<file path="src/rtl/rxf_pkg.sv">
package rxf_pkg;
    typedef enum logic {
        DIR_READ  = 1'b0,
        DIR_WRITE = 1'b1
    } dir_e;
endpackage

</file>
<file path="src/rtl/rxf_ctrl.sv">
module rxf_ctrl
    import rxf_pkg::*;
#(
    parameter int DEPTH = 4,
    parameter int PTR_W = 2
) (
    input  logic             clk,
    input  logic             rst_n,
    input  logic             push,
    input  logic             pop,
    output logic [PTR_W-1:0] wr_ptr,
    output logic [PTR_W-1:0] rd_ptr,
    output logic             wr_acc,
    output logic             drop,
    output logic             full,
    output logic             empty
);
    localparam logic [PTR_W-1:0] LAST = PTR_W'(DEPTH - 1);

    dir_e state, state_nx;
    logic ptrs_eq;

    function automatic logic [PTR_W-1:0] bump(input logic [PTR_W-1:0] p);
        return (p == LAST) ? '0 : p + 1'b1;
    endfunction

    // state register
    always_ff @(posedge clk or negedge rst_n) begin
        if (!rst_n) state <= DIR_READ;
        else        state <= state_nx;
    end

    // next state
    always_comb begin
        state_nx = state;
        unique case (state)
            DIR_READ:  if (wr_acc && !pop) state_nx = DIR_WRITE;
            DIR_WRITE: if (pop && !wr_acc) state_nx = DIR_READ;
            default:   state_nx = DIR_READ;
        endcase
    end

    // outputs
    always_comb begin
        ptrs_eq = (wr_ptr == rd_ptr);
        full    = ptrs_eq && (state == DIR_WRITE);
        empty   = ptrs_eq && (state == DIR_READ);
        wr_acc  = push && !full;
        drop    = push && full;
    end

    // pointers
    always_ff @(posedge clk or negedge rst_n) begin
        if (!rst_n) begin
            wr_ptr <= '0;
            rd_ptr <= '0;
        end else begin
            if (wr_acc) wr_ptr <= bump(wr_ptr);
            if (pop)    rd_ptr <= bump(rd_ptr);
        end
    end
endmodule

</file>
<file path="src/rtl/rxf_store.sv">
module rxf_store #(
    parameter int DATA_W = 16,
    parameter int DEPTH  = 4,
    parameter int PTR_W  = 2
) (
    input  logic              clk,
    input  logic              rst_n,
    input  logic              we,
    input  logic [PTR_W-1:0]  wr_ptr,
    input  logic [DATA_W-1:0] din,
    input  logic [PTR_W-1:0]  rd_ptr,
    output logic [DATA_W-1:0] dout
);
    logic [DATA_W-1:0] slot [DEPTH];

    for (genvar i = 0; i < DEPTH; i++) begin : g_slot
        always_ff @(posedge clk or negedge rst_n) begin
            if (!rst_n)                                  slot[i] <= '0;
            else if (we && (wr_ptr == PTR_W'(i)))        slot[i] <= din;
        end
    end

    assign dout = slot[rd_ptr];
endmodule

</file>
<file path="src/rtl/rxf_status.sv">
module rxf_status (
    input  logic clk,
    input  logic rst_n,
    input  logic drop,
    input  logic clr,
    input  logic empty,
    input  logic irq_en,
    output logic ovr_flag,
    output logic rx_irq
);
    always_ff @(posedge clk or negedge rst_n) begin
        if (!rst_n)    ovr_flag <= 1'b0;
        else if (drop) ovr_flag <= 1'b1;
        else if (clr)  ovr_flag <= 1'b0;
    end

    assign rx_irq = irq_en && !empty;
endmodule

</file>
<file path="src/rtl/rxf_audio_rx.sv">
module rxf_audio_rx #(
    parameter int DATA_W = 16,
    parameter int DEPTH  = 4
) (
    input  logic              clk,
    input  logic              rst_n,
    input  logic              word_valid,
    input  logic [DATA_W-1:0] word_data,
    input  logic              rd_pop,
    output logic [DATA_W-1:0] rd_data,
    input  logic              irq_en,
    input  logic              ovr_clr,
    output logic              ovr_flag,
    output logic              rx_irq,
    output logic              fifo_full,
    output logic              fifo_empty
);
    localparam int PTR_W = (DEPTH > 1) ? $clog2(DEPTH) : 1;

    logic [PTR_W-1:0] wr_ptr, rd_ptr;
    logic             wr_acc, drop;

    rxf_ctrl #(.DEPTH(DEPTH), .PTR_W(PTR_W)) u_ctrl (
        .clk(clk), .rst_n(rst_n), .push(word_valid), .pop(rd_pop),
        .wr_ptr(wr_ptr), .rd_ptr(rd_ptr), .wr_acc(wr_acc), .drop(drop),
        .full(fifo_full), .empty(fifo_empty)
    );

    rxf_store #(.DATA_W(DATA_W), .DEPTH(DEPTH), .PTR_W(PTR_W)) u_store (
        .clk(clk), .rst_n(rst_n), .we(wr_acc), .wr_ptr(wr_ptr),
        .din(word_data), .rd_ptr(rd_ptr), .dout(rd_data)
    );

    rxf_status u_status (
        .clk(clk), .rst_n(rst_n), .drop(drop), .clr(ovr_clr),
        .empty(fifo_empty), .irq_en(irq_en),
        .ovr_flag(ovr_flag), .rx_irq(rx_irq)
    );
endmodule

</file>
<file path="config.mk">
export PLATFORM = sky130hd
export DESIGN_NAME = rxf_audio_rx
export DESIGN_NICKNAME = d
export VERILOG_FILES = /design/src/rtl/rxf_pkg.sv /design/src/rtl/rxf_ctrl.sv /design/src/rtl/rxf_store.sv /design/src/rtl/rxf_status.sv /design/src/rtl/rxf_audio_rx.sv
export SDC_FILE = /design/constraint.sdc
export NUM_CORES = 1
export LEC_CHECK = 0
export BUFFER_PORTS_ARGS = -buffer_cell sky130_fd_sc_hd__clkbuf_2
export CAP_MARGIN = 15
export CORE_ASPECT_RATIO = 0.8
export CORE_MARGIN = 1
export CORE_UTILIZATION = 40
export CTS_BUF_LIST = sky130_fd_sc_hd__clkbuf_16
export CTS_CLUSTER_SIZE = 12
export DETAILED_ROUTE_END_ITERATION = 6
export SYNTH_ARGS = -nofsm -noshare
export SYNTH_HDL_FRONTEND = slang
export SYNTH_HIERARCHICAL = 1
export SYNTH_SLANG_ARGS = --single-unit
</file>
<file path="constraint.sdc">
create_clock -name clk -period 6.2 [get_ports clk]
set_input_delay 1.24 -clock clk [delete_from_list [all_inputs] [get_ports clk]]
set_output_delay 1.24 -clock clk [all_outputs]
set_load 0.02 [all_outputs]
</file>
==> run metrics <==
# IOs between 40 and 50; PwrDens just over 600 nW/um^2; max cap viols 0; Required @ worst endpoint roughly 5 ns; H-tree depth 3; HP Class register to register; sw frac between 30% and 40%; synthesized instance count just under 200; Yosys reg bits 70; sequential share of the synthesized area a little under three fifths; clk_lat worst skew about 0.32 ns; YS warnings 6; Initial Utilization a little over two fifths; Yosys top cell area share a little under three fifths; first-pass GRT wire length about 9000 um; cell area after layout 3760 sq um; Logic pwr share roughly 41%; antenna cells 0; Max Buffers Root-to-Sink 2; Worst-path clk slew about 0.060 ns; crit path kind register to primary output; Final GP Congestion between 0.7 and 0.8; post-detail-place hpwl roughly 3500 um; die width approximately 100 um; max-slew violation count 0; Worst-Margin Slew around 0.95 ns; Leakage about 1.7 nW; Buffers on Ports 41; Mapped Avg Cell Area 16.3 sq um; Initial DRC Count 50; wire per inst approximately 16 um; share of cells above drive strength 1 59.6%; Int Power ~1.5 mW; vias in the first global route ~1,800; DP Area ~3500 sq um; Slew headroom approximately 37%; fin nets roughly 260; antenna-violating nets left 0; GRT overflow 0; Num CTS Buffers 9; clock sink total 70; largest net degree at the start of global routing 71; Psw ~0.78 mW; final wirelength 5670 um; Rows 28; # Post-CTS Setup Buffers 0; CTS root buf clkbuf_16; Initial DRT Pass Iterations 4; CP arrival 2.16 ns; cell accounting for the most synthesized area dfrtp_1; Worst setup SP type register; Fin. Hold Viols 0; P&R area growth vs syn 18.2%; Worst Setup End Kind primary output; maximum fanout along the worst path 13; Final Cycle Share between 50% and 60%; Distinct cells, synth 31; fin crit period roughly 3.4 ns; CTS tree built; Vias/cell 5.19; Setup-failing EPs final 0; Post-CTS Hold Buffers 0; post-CTS resize count 0; fmax a little under 0.3 GHz; syn nets around 220; Global Route Usage Sum between 10% and 20%; Clock Power Share 21.4%; R2R Setup Slk between 3 and 4 ns; Synth Cell Area about 3200 sq um; antenna violations before repair 0; hold slack between 0.4 and 0.5 ns; DRC 0; Synth area leaders dfrtp_1, mux2_2, mux4_2; Die H slightly above 80 um; die area between 8000 and 9000 sq um; setup TNS 0 ns; RSZ-0062 raised after global routing no; Flop pwr share about 37%; Core Footprint around 7500 sq um; peak supply drop about 0.29 mV; Fill cells between 600 and 700; clock skew between 0.004 and 0.005 ns; run status finished, final reports clean; Vias roughly 1,800
[power groups by stage]
stage / clock network (mW) / registers [mW] / logic [mW]
final: 0.493 / 0.861 / 0.947
after global routing: 0.524 / 0.898 / 1.03
after CTS: 0.506 / 0.865 / 0.962
after detailed placement: 0 / 0.873 / 0.960
after global placement: 0 / 0.869 / 0.946
after floorplan: 0 / 0.797 / 0.789
[synth_stat cells]
cell,count
nor3b_4,1
mux4_2,16
clkbuf_1,1
buf_2,4
nor3_2,2
nand3_2,1
mux2_2,65
o21bai_1,1
xnor2_1,2
ha_1,2
nor4b_1,1
nor2b_1,2
a21o_1,2
nand3b_2,2
nor2_1,2
inv_1,2
clkbuf_8,1
nand2_1,2
o21ai_1,1
o21ai_0,1
xor2_1,2
nand2b_1,1
dfrtp_1,70
and3_4,1
buf_6,1
a21oi_1,3
mux2_1,1
and2_1,1
nor3_1,1
buf_4,2
and4b_1,1
[area by class of cell]
type                            instances  area (sq um)  share of cell area, %
Sequential cell                        70          1750                   46.6
Multi-Input combinational cell        114          1360                   36.1
Inverter                                2          7.51                  0.200
Timing Repair Buffer                   43           220                   5.86
Clock buffer                            9           225                   5.99
Clock inverter                          7          65.1                   1.73
Tap cell                              105           131                   3.50
[worst max-delay path, cell delays in order (launching register included)]
cell,delay (ns)
dfrtp_1,0.74
buf_4,0.36
mux4_2,0.56
clkbuf_2,0.18
[logic make-up (layout without fill, tap and decap cells)]
group           after synthesis  after routing  share of synthesized area, %
mux                          82             82                          34.7
flops                        70             70                          55.1
simple gates                 18             18                          4.60
buf+inv                      11             61                          2.24
compound gates                8              8                          1.49
xor+xnor                      4              4                          1.10
fa+ha+maj                     2              2                         0.787
[cells in the final DEF, fill, tap and decap left out]
cell,n
a21o_1,2
a21oi_1,3
and2_1,1
and3_4,1
and4b_1,1
buf_2,1
buf_4,2
bufinv_16,1
clkbuf_16,9
clkbuf_2,40
clkinv_1,1
clkinv_2,3
clkinv_4,1
clkinvlp_4,1
dfrtp_1,70
ha_1,2
inv_1,2
mux2_1,1
mux2_2,65
mux4_2,16
nand2_1,2
nand2b_1,1
nand3_2,1
nand3b_2,2
nor2_1,2
nor2b_1,2
nor3_1,1
nor3_2,2
nor3b_4,1
nor4b_1,1
o21ai_0,1
o21ai_1,1
o21bai_1,1
xnor2_1,2
xor2_1,2
[layer usage]
layer  up-vias  global-route usage, %  wire length [um]
met5         -                      0                 0
met4         0                   6.52                77
met3        10                   5.28               248
met2        37                   23.6              2640
met1       942                   20.0              2700
li1        826                      -                 -
[sequential cells by signal, summed over array words and instances, names as in the netlist]
signal,cells
u_ctrl/rd_ptr,2
u_ctrl/state,1
u_ctrl/wr_ptr,2
u_status/ovr_flag,1
u_store/slot,64
[through the flow]
step	cells	setup slack [ns]	utilization (%)	total power, mW
after CTS	350	2.72	49.9	2.33
after global routing	350	2.65	49.9	2.45
after global placement	334	3.05	46.0	1.81
after floorplan	195	3.39	-	1.59
final	350	2.80	49.9	2.30
after detailed placement	334	2.99	46.0	1.83
[path summary, 6_finish.rpt]
| check | startpoint | endpoint | cells past startpoint |
|---|---|---|---|
| max | u_ctrl/rd_ptr[0] | rd_data[3] | 3 |
| min | u_status/ovr_flag | u_status/ovr_flag | 1 |
| max reg2reg | u_ctrl/rd_ptr[0] | u_store/slot[48] | 6 |
| min reg2reg | u_status/ovr_flag | u_status/ovr_flag | 1 |
| max in group asynchronous | rst_n | u_ctrl/state | 2 |
| min in group asynchronous | rst_n | u_store/slot[20] | 2 |
No activity file was read; power rests on OpenSTA's default activity.
